===== src/rtl/combo_lock_pkg.sv =====
package combo_lock_pkg;

    localparam int STEPS = 3;
    localparam int SEL_W = $clog2(STEPS);

    typedef enum logic [2:0] {
        LK_WAIT1 = 3'd0,
        LK_WAIT2 = 3'd1,
        LK_WAIT3 = 3'd2,
        LK_OPEN  = 3'd4,
        LK_FAULT = 3'd5
    } lock_state_e;

    typedef logic [SEL_W-1:0] step_sel_t;

    function automatic logic is_comparing(lock_state_e s);
        return (s == LK_WAIT1) || (s == LK_WAIT2) || (s == LK_WAIT3);
    endfunction

    function automatic step_sel_t step_of(lock_state_e s);
        case (s)
            LK_WAIT2: return step_sel_t'(1);
            LK_WAIT3: return step_sel_t'(2);
            default:  return step_sel_t'(0);
        endcase
    endfunction

    function automatic lock_state_e advance(lock_state_e s);
        case (s)
            LK_WAIT1: return LK_WAIT2;
            LK_WAIT2: return LK_WAIT3;
            LK_WAIT3: return LK_OPEN;
            default:  return s;
        endcase
    endfunction

endpackage


===== src/rtl/combo_digit_mux.sv =====
module combo_digit_mux #(
    parameter int DIGIT_W = 4,
    parameter int N       = 3,
    localparam int SW     = (N > 1) ? $clog2(N) : 1
) (
    input  logic [N-1:0][DIGIT_W-1:0] digits,
    input  logic [SW-1:0]             sel,
    output logic [DIGIT_W-1:0]        digit_out
);

    always_comb begin
        digit_out = '0;
        for (int i = 0; i < N; i++) begin
            if (sel == SW'(i)) digit_out = digits[i];
        end
    end

endmodule


===== src/rtl/combo_eq_cmp.sv =====
module combo_eq_cmp #(
    parameter int DIGIT_W = 4
) (
    input  logic [DIGIT_W-1:0] lhs,
    input  logic [DIGIT_W-1:0] rhs,
    output logic               equal
);

    logic [DIGIT_W-1:0] bit_same;

    for (genvar b = 0; b < DIGIT_W; b++) begin : g_bit
        assign bit_same[b] = ~(lhs[b] ^ rhs[b]);
    end

    assign equal = &bit_same;

endmodule


===== src/rtl/combo_lock_ctrl.sv =====
module combo_lock_ctrl
    import combo_lock_pkg::*;
(
    input  logic      clk,
    input  logic      rst,
    input  logic      stb,
    input  logic      eq,
    output step_sel_t sel,
    output logic      unlocked
);

    lock_state_e state_q, state_d;

    always_comb begin
        state_d = state_q;
        if (stb && is_comparing(state_q)) begin
            state_d = eq ? advance(state_q) : LK_FAULT;
        end
    end

    always_ff @(posedge clk) begin
        if (rst) begin
            state_q  <= LK_WAIT1;
            unlocked <= 1'b0;
        end else begin
            state_q  <= state_d;
            unlocked <= (state_d == LK_OPEN);
        end
    end

    assign sel = step_of(state_q);


    a_r1_reset_closed: assert property (@(posedge clk)
        $fell(rst) |-> (state_q == LK_WAIT1) && !unlocked);


    a_r2_idle_hold: assert property (@(posedge clk) disable iff (rst)
        !stb |=> $stable(state_q));


    a_r4_open_cause: assert property (@(posedge clk) disable iff (rst)
        $rose(unlocked) |-> ($past(state_q) == LK_WAIT3) && $past(stb) && $past(eq));


    a_r5_mismatch_faults: assert property (@(posedge clk) disable iff (rst)
        (stb && !eq && is_comparing(state_q)) |=> (state_q == LK_FAULT));

    a_r5_fault_sticky: assert property (@(posedge clk) disable iff (rst)
        (state_q == LK_FAULT) |=> (state_q == LK_FAULT) && !unlocked);


    a_r6_open_sticky: assert property (@(posedge clk) disable iff (rst)
        unlocked |=> unlocked);

endmodule


===== src/rtl/seq_combo_lock.sv =====
module seq_combo_lock
    import combo_lock_pkg::*;
#(
    parameter int DIGIT_W = 4
) (
    input  logic               clk,
    input  logic               rst,
    input  logic               entry_stb,
    input  logic [DIGIT_W-1:0] entry_val,
    input  logic [DIGIT_W-1:0] code_a,
    input  logic [DIGIT_W-1:0] code_b,
    input  logic [DIGIT_W-1:0] code_c,
    output logic               unlocked
);

    logic [STEPS-1:0][DIGIT_W-1:0] digits;
    logic [DIGIT_W-1:0]            cur_digit;
    step_sel_t                     sel;
    logic                          eq;

    assign digits = {code_c, code_b, code_a};

    combo_digit_mux #(.DIGIT_W(DIGIT_W), .N(STEPS)) u_mux (
        .digits    (digits),
        .sel       (sel),
        .digit_out (cur_digit)
    );

    combo_eq_cmp #(.DIGIT_W(DIGIT_W)) u_cmp (
        .lhs   (cur_digit),
        .rhs   (entry_val),
        .equal (eq)
    );

    combo_lock_ctrl u_ctrl (
        .clk      (clk),
        .rst      (rst),
        .stb      (entry_stb),
        .eq       (eq),
        .sel      (sel),
        .unlocked (unlocked)
    );

    // a full-width match is needed at the comparator
    a_r7_full_compare: assert property (@(posedge clk) disable iff (rst)
        eq |-> (cur_digit == entry_val));

endmodule


===== config.mk =====
export PLATFORM = sky130hd
export DESIGN_NAME = seq_combo_lock
export DESIGN_NICKNAME = d
export VERILOG_FILES = /design/src/rtl/combo_lock_pkg.sv /design/src/rtl/combo_digit_mux.sv /design/src/rtl/combo_eq_cmp.sv /design/src/rtl/combo_lock_ctrl.sv /design/src/rtl/seq_combo_lock.sv
export SDC_FILE = /design/constraint.sdc
export NUM_CORES = 1
export LEC_CHECK = 0
export ABC_AREA = 1
export ABC_CLOCK_PERIOD_IN_PS = 1700
export BUFFER_PORTS_ARGS = -buffer_cell sky130_fd_sc_hd__buf_2
export CORE_AREA = 10 10 47 49
export DETAILED_ROUTE_END_ITERATION = 12
export DIE_AREA = 0 0 57 59
export GPL_ROUTABILITY_DRIVEN = 0
export SLEW_MARGIN = 20
export SYNTH_ARGS = -nofsm -noshare
export SYNTH_HDL_FRONTEND = slang
export SYNTH_SLANG_ARGS = --single-unit

===== constraint.sdc =====
create_clock -name clk -period 1.7 [get_ports clk]
set_input_delay 0.085 -clock clk [delete_from_list [all_inputs] [get_ports clk]]
set_output_delay 0.085 -clock clk [all_outputs]
set_load 0.02 [all_outputs]

Word level (Yosys, flattened, before mapping) --
Index checks and enable logic that the tools add are counted. Widths: inputs -> output; s select.
Word-level totals: register bits after elaboration 4, bits in latches 0, RAM bits 0, memory bits (read-only) 0, bits of input ports 19, output and inout bits 1, word-level logic and storage cells 28, memories 0
Operators by class: $add $sub $neg 0, $mul 0, div/mod/pow operators 0, magnitude comparators 0, equality and inequality tests 5, shift operators 0, muxes and demuxes 7, bitwise logic cells 8, reductions and logical operators 6
Operators with widths (count):
- $mux 4 | 3
- $pmux 3 s3 | 1
- $mux 3 | 2
- $not 1->1 | 4
- $pmux 2 s2 | 1
- $reduce_and 4->1 | 1
- $xor 1x1->1 | 4
- $eq 3x1->1 const B | 1
- $eq 3x2->1 const B | 1
- $eq 3x3->1 const B | 1
- $logic_not 3->1 | 1
- $eq 2x1->1 const B | 1
- $eq 2x2->1 const B | 1
- $logic_not 2->1 | 1
- $logic_or 1x1->1 | 2
- $logic_and 1x1->1 | 1

Longest topological paths before layout --
Gate-level depths: netlist (run 1).
depth in word-level cells 12, gate-level depth with buffers 14, gate-level depth less buffers 13

Modules after synthesis --
A second synthesis (run 1) with hierarchy kept.
Unflattened totals: cell total of the unflattened synthesis 69, area, all modules 371.6 µm²
Modules (own cells, without submodules):
- combo_lock_ctrl | times used 1, cells each 35, area each 219.0 µm²
- combo_digit_mux | times used 1, cells each 19, area each 86.3 µm²
- combo_eq_cmp | times used 1, cells each 15, area each 66.3 µm²

Least setup slack after synthesis (run 1) --
No wires, ideal clock.
path type reg-to-reg, start point register u_ctrl.state_q[2], end point register u_ctrl.unlocked, library setup time 111 ps, arrival time 1312 ps, setup slack 277 ps, stages on the path, launching flop included 14, path buffers 1, path through dfxtp_1 -> inv_2 -> buf_4 -> nand3_2 -> nand3_1 -> nand3_1 -> nand2_1 -> nand2_1 -> nor2_4 -> nand3_1 -> nand2_1 -> nand2_1 -> nand2_1 -> nor2_1
On the way: word-level cells in the longest chain between the ends 12, elaborated cells on any way between the ends 26, classes of those cells eq/ne: 5; mux: 7; bitwise: 8; reduce/logical: 6
RTL lines:
- start, declared | RTL line combo_lock_ctrl.sv:12 | lock_state_e state_q, state_d;
- start signal, assigned | RTL line combo_lock_ctrl.sv:26 | state_q <= state_d;
- $eq 3x2->1 or $eq 3x1->1 (tied branches) | RTL line combo_lock_pkg.sv:17, combo_lock_pkg.sv:21, combo_lock_pkg.sv:29
- $pmux 2 s2 | RTL line combo_lock_pkg.sv:21 | case (s)
- $logic_not 2->1 | RTL line combo_digit_mux.sv:14 | if (sel == SW'(i)) digit_out = digits[i];
- $mux 4 (3 in series) | RTL line combo_digit_mux.sv:14
- $xor 1x1->1 | RTL line combo_eq_cmp.sv:12 | assign bit_same[b] = ~(lhs[b] ^ rhs[b]);
- $not 1->1 | RTL line combo_eq_cmp.sv:12
- $reduce_and 4->1 | RTL line combo_eq_cmp.sv:15 | assign equal = &bit_same;
- $mux 3 | RTL line combo_lock_ctrl.sv:17 | state_d = eq ? advance(state_q) : LK_FAULT;
- $mux 3 (*) | RTL line combo_lock_ctrl.sv:16 | if (stb && is_comparing(state_q)) begin
- $eq 3x3->1 (*) | RTL line combo_lock_ctrl.sv:27 | unlocked <= (state_d == LK_OPEN);
- end signal, assigned | RTL line combo_lock_ctrl.sv:27
- end, declared | RTL line combo_lock_ctrl.sv:9 | output logic unlocked
Mark *: on every way between the ends. The rest lies on a longest branch, timed or not. A chain may end at the register's enable or synchronous reset.

Worst setup path after layout (run 1) --
start point register u_ctrl.state_q[0], end point register u_ctrl.state_q[2]
On the way: word-level cells in the longest chain between the ends 11, elaborated cells on any way between the ends 25, classes of those cells eq/ne: 4; mux: 7; bitwise: 8; reduce/logical: 6
RTL lines (RTL line):
- $eq 3x2->1 or $eq 3x1->1 (tied branches) | combo_lock_pkg.sv:17, combo_lock_pkg.sv:21, combo_lock_pkg.sv:29
- $pmux 2 s2 | combo_lock_pkg.sv:21
- $logic_not 2->1 | combo_digit_mux.sv:14
- $mux 4 (3 in series) | combo_digit_mux.sv:14
- $xor 1x1->1 | combo_eq_cmp.sv:12
- $not 1->1 | combo_eq_cmp.sv:12
- $reduce_and 4->1 | combo_eq_cmp.sv:15
- $mux 3 | combo_lock_ctrl.sv:17
- $mux 3 (*) | combo_lock_ctrl.sv:16
Marks and branches as above.

==> flow_metrics.tcl, run 1 <==
set metrics [dict create \
    cts_htree_levels 1 \
    routed_via_density 4.85 \
    remaining_drc_errors 0 \
    die_area_um2 3360 \
    ant_nets 0 \
    synth_area_leader_cell "dfxtp_1" \
    reg2reg_depth 11 \
    vias 529 \
    critPathLaunchType "flop" \
    nets 114 \
    core_area_um2 1400 \
    path_common_cell "nand2_1" \
    cap_violations 0 \
    grt_pass1_vias 497 \
    hold_buffers 0 \
    ys_seq_elements 4 \
    yosysMostFrequentCell "nand2_1" \
    power_uw 365 \
    die_w_um 57 \
    clockRootBuffer "clkbuf_4" \
    synth_top_flop_cell "dfxtp_1" \
    worst_pin_slew_ns 0.255 \
    drv_slew 0 \
    cpPeakStageDelay_ns 0.34 \
    hold_viol 0 \
    critPathCaptureType "flop" \
    p_leak_uw 0.000316 \
    yosysSeqAreaShare_pct 19.0 \
    avgSynthCellArea_um2 6.27 \
    clk_latency_ns 0.23 \
    die_y_um 59 \
    peakVddDrop_uv 465 \
    critPathKind "flop to flop" \
    cts-buffers-inserted 3 \
    dp.cells 104 \
    num_rows 14 \
    clk_pin_slew_worst_paths_ns 0.04 \
    grt_max_degree 9 \
    finalWirelength_mm 1.20 \
    hold_path.class "primary input to flop" \
    syn_inst 67 \
    ys_warn_count 0 \
    antenna_found_initial 0 \
    synth_area_leaders "dfxtp_1 (19%), nand4_1 (15%), nand2_1 (13%)" \
    area_growth_pct 42.6 \
    overflow 0 \
    power_density_nw_per_um2 609 \
    initial_utilization_pct 30.0 \
    syn_nets 86 \
    antenna_cells 0 \
    finClkSkew_ns 0.00203 \
    async_reset_ff_share_pct 0 \
    dr.pass1.iters 4 \
    grtUsageTotal_pct 7.01 \
    final_cell_count_no_fill 109 \
    arrival_ns 1.65 \
    grt_pass1_wl_mm 1.93 \
    outcome "finished, final reports clean" \
    fmax_mhz 658 \
    maxSlewHeadroom_pct 82.9 \
    setup_viol 0 \
    dp_hpwl_mm 1.05 \
    cp.required_ns 1.83 \
    ios 20 \
    crit_path_top_delay_cell "dfxtp_2" \
    clk_path_buf_depth 2 \
    drt-initial-drc-count 12 \
    period_needed_ns 1.52 \
    synth-edff-count 0 \
    cts_tree "yes" \
    whs_path_depth 2 \
    layout-drive-gt1-share_pct 41.9 \
    cp_max_fo 7 \
    cts.sinks 4 \
    synth_cell_type_count 18 \
    synth.top_cell.area_share_pct 19.0 \
    portBuffers 19 \
    syn-cell-area_um2 420 \
    fin_crit_sh_pct 89.4 \
    synthTopCellsByCount "nand2_1 (15), nand3_1 (10), nand4_1 (10), inv_1 (7)" \
    drt-wirelength-per-cell_um 11.0 \
    setup_tns_ns 0 \
    path_cells "inv_2 -> nand3_4 -> or2_1 -> nand3b_1 -> nand2_1 -> nor2_4 -> nand3_1 -> nand2_1 -> nand2_1 -> nand2_1 -> inv_1" \
]
-- final timing paths --
kind	from	end	slack (ns)
hold / removal	rst	u_ctrl.state_q[0]	0.03
hold reg to reg	u_ctrl.state_q[2]	u_ctrl.state_q[2]	0.63
setup / recovery	u_ctrl.state_q[0]	u_ctrl.state_q[2]	0.18
setup reg to reg	u_ctrl.state_q[0]	u_ctrl.state_q[2]	0.18
-- power by group --
part           internal, uW  switching (uW)  total, uW
Combinational          61.5            79.8        141
Sequential              102            6.64        109
Clock                  78.7            36.3        115
-- critical path, delay by kind of cell, from the launching register on --
| kind | cells | cell delay (ns) |
|---|---|---|
| AND/OR/NAND/NOR | 9 | 0.93 |
| flip-flops | 1 | 0.34 |
| buffers and inverters | 2 | 0.15 |
-- timing repair --
action | 4_1_cts | 5_1_grt
gates resized for setup | 0 | 3
buffers inserted | 0 | 2
setup endpoints to repair | 0 | 2
-- placed cells by master (no fill, tap or decap), drive strengths merged --
| cell type | count |
|---|---|
| clkbuf | 3 |
| a21oi | 1 |
| nor2 | 6 |
| buf | 24 |
| nand4 | 10 |
| nand2 | 16 |
| nand3b | 1 |
| dfxtp | 4 |
| or2 | 2 |
| o211ai | 1 |
| inv | 11 |
| nand3 | 13 |
| o21ai | 1 |
-- area by class of cell --
| type | instances | area (um^2) |
|---|---|---|
| Timing Repair Buffer | 24 | 133 |
| Multi-Input combinational cell | 51 | 299 |
| Sequential cell | 4 | 81.3 |
| Fill cell | 152 | 802 |
| Tap cell | 16 | 20.0 |
| Inverter | 11 | 43.8 |
| Clock buffer | 3 | 22.5 |
-- sequential cells by signal, indices dropped and copies added, names as in the netlist --
signal,flops
u_ctrl.unlocked,1
u_ctrl.state_q,3
-- cells by family (layout without fill, tap and decap cells) --
kind of cell	count (synthesis)	after routing	synth area share [%]
simple gates	48	48	64.3
flops	4	4	19.0
compound gates	3	3	5.06
buf+inv	12	38	11.6
-- metrics by stage --
stage	instance area, um^2	util (%)	setup slack [ns]	hold slack, ns
global route	599	42.8	-0.00221	0.0342
detailed placement	551	39.3	0.149	0.277
CTS	573	40.9	0.141	0.0317
floorplan	420	-	0.277	0.156
global placement	551	39.3	0.172	0.278
finish	599	42.8	0.180	0.0287
-- metal layers --
layer	vias to the layer above	wire, um	global-route usage [%]
li1	285	-	-
met1	230	491	7.15
met2	12	630	12.4
met3	2	62	1.50
met4	0	19	5.03
met5	-	0	0
Power figures use the tool's default switching activity.
==> inputs of run 2 (changes only) <==
Settings changed: ABC_CLOCK_PERIOD_IN_PS 1700 to 1280, CTS_CLUSTER_SIZE from default to 14, SYNTH_HIERARCHICAL from default to 1.
Clock period 1.7 ns to 1.28 ns, I/O delays scaled along.
==> flow_metrics.tcl, run 2 <==
set metrics [dict create \
    cp_max_fo 5 \
    clk_path_buf_depth 2 \
    overflow 0 \
    period_needed_ns 1.78 \
    p_clk_share_pct 26.2 \
    dr.pass1.iters 4 \
    ios 20 \
    comb_power_share_pct 47.8 \
    power_density_nw_per_um2 883 \
    area_growth_pct 78.8 \
    cts-buffers-inserted 3 \
    ys_warn_count 6 \
    maxSlewHeadroom_pct 81.9 \
    rsz0062_at_grt "yes" \
    fin_ws_ns -0.499 \
    top_register "u_ctrl/state_q" \
    antenna_cells 0 \
    peakVddDrop_uv 513 \
    hold_path.class "primary input to flop" \
    dp_hpwl_um 949 \
    die_w_um 57 \
    seqPwrFrac_pct 26.0 \
    p_leak_uw 0.000377 \
    layout-drive-gt1-share_pct 59.0 \
    critPathKind "flop to flop" \
    ys_seq_elements 4 \
    synth-edff-count 0 \
    finClkSkew_ns 0.00198 \
    routed_via_density 4.57 \
    async_reset_ff_share_pct 0 \
    remaining_drc_errors 0 \
    syn_nets 88 \
    finalWirelength_mm 1.23 \
    cts_tree "yes" \
    dp.cells 111 \
    place_ws_ns -0.474 \
    top_regs "u_ctrl/state_q x3, u_ctrl/unlocked x1" \
    drt-wirelength-per-cell_um 10.6 \
    yosysMostFrequentCell "nand2_1" \
    vias 530 \
    synth.top_cell.area_share_pct 26.3 \
    grt_pass1_wl_mm 2.01 \
    syn-cell-area_um2 372 \
    synth_area_leaders "nand2_1 (26%), dfxtp_1 (22%), nand3_1 (19%)" \
    critPathLaunchType "flop" \
    violations "negative setup slack" \
    drv_slew 0 \
    cts.sinks 4 \
    drt-initial-drc-count 4 \
    final_cell_count_no_fill 116 \
    ant_nets 0 \
    grtUsageTotal_pct 7.12 \
    syn_inst 69 \
    largest_register_ffs 3 \
    synth_top_flop_cell "dfxtp_1" \
    synth_cell_type_count 12 \
    grt_pass1_vias 522 \
    initial_utilization_pct 26.5 \
    worst_pin_slew_ns 0.271 \
    fmax_mhz 562 \
    synthTopCellsByCount "nand2_1 (26), nand3_1 (14), inv_1 (11), nor2_1 (5), dfxtp_1 (4)" \
    switching_share_pct 35.9 \
    nets 121 \
    fillers 156 \
    clockRootBuffer "clkbuf_4" \
    power_uw 587 \
    p_sw_uw 211 \
    portBuffers 19 \
    clk_latency_ns 0.23 \
    p_int_uw 376 \
    cp.required_ns 1.41 \
    yosysSeqAreaShare_pct 21.5 \
    avgSynthCellArea_um2 5.39 \
    hold_viol 0 \
    antenna_found_initial 0 \
    die_area_um2 3360 \
    clk_pin_slew_worst_paths_ns 0.04 \
    arrival_ns 1.91 \
    synth_area_leader_cell "nand2_1" \
    setup_viol 4 \
    core_area_um2 1400 \
    fin_crit_sh_pct 139 \
    outcome "finished, violations left" \
    setup_tns_ns -1.76 \
    final_cell_mix "nand2_1 (22), buf_2 (19), buf_4 (9)" \
    grt_max_degree 6 \
    cts_htree_levels 1 \
    die_y_um 59 \
    num_rows 14 \
    layout_commonest_cell "nand2_1" \
    critPathCaptureType "flop" \
    cap_violations 0 \
]
-- run 2: cell count changes in the layout (fill, tap and decap cells not counted), moves of 3 or more --
| cell | delta |
|---|---|
| nor2_2 | +3 |
| nand4_1 | -10 |
| nand3_2 | +6 |
| nand2_2 | +3 |
| buf_4 | +4 |
| nand3_1 | -3 |
| nand2_1 | +7 |
-- run 2: routing by layer --
metal	GRT usage (%)	wire length [um]	vias up
met3	1.93	87	2
met4	4.03	16	0
met2	12.7	633	16
met1	7.34	497	239
li1	-	-	273
met5	0	0	-
-- run 2: worst paths after layout --
kind / from / end / slack (ns) / depth (start not counted)
max: u_ctrl/state_q[0] / u_ctrl/unlocked / -0.50 / 13
min: rst / u_ctrl/state_q[1] / 0.003 / 2
max reg2reg: u_ctrl/state_q[0] / u_ctrl/unlocked / -0.50 / 13
min reg2reg: u_ctrl/state_q[1] / u_ctrl/state_q[1] / 0.68 / 4
-- run 2: final cells by class --
type                       count  area (um^2)  area share [%]
tap                           16         20.0            3.01
timing repair buffer          28          163            24.5
clock buffer                   3         22.5            3.39
inverter                      13         48.8            7.34
multi-input combinational     52          327            49.2
sequential                     4         83.8            12.6
-- run 2: per-stage QoR --
step           util, %  area (um^2)  hold WS [ns]
2_1_floorplan        -          390         0.129
3_3_place_gp      39.8          558         0.248
3_5_place_dp      39.8          558         0.251
4_1_cts           42.1          589       0.00370
5_1_grt           47.4          664        0.0115
6_report          47.4          664       0.00327
-- run 2: cells by family after synthesis --
logic type                share of synthesized area, %
xor gates and xnor gates                          4.71
DFF                                               21.5
AOI/OAI and AO/OA                                 1.35
buffers and inverters                             13.1
and+or+nand+nor                                   59.3
-- run 2: critical path, stage by stage, from the launching register on --
cell     delay [ns]
dfxtp_2        0.34
inv_2          0.06
nor3_4         0.27
buf_4          0.16
nand3_1        0.08
nand3_2        0.09
xnor2_2        0.11
nand2_2        0.08
nor2_4         0.13
nand3_2        0.07
nand2_1        0.08
nand2_2        0.06
nand2_1        0.10
nor2_2         0.03
-- run 2: timing repair --
| item | in CTS | in global routing |
|---|---|---|
| cloned | 0 | 0 |
| pin swaps | 5 | 8 |
| setup endpoints to repair | 4 | 4 |
| gates resized for setup | 3 | 13 |
| setup buffers | 0 | 2 |
| hold endpoints to repair | 0 | 0 |
| hold buffers | 0 | 0 |
-- run 2: power groups by stage --
stage	clock network [uW]	registers (uW)	logic [uW]
6_report	154	153	281
5_1_grt	163	155	312
4_1_cts	160	151	231
3_5_place_dp	0	153	226
3_3_place_gp	0	152	223
2_1_floorplan	0	155	137
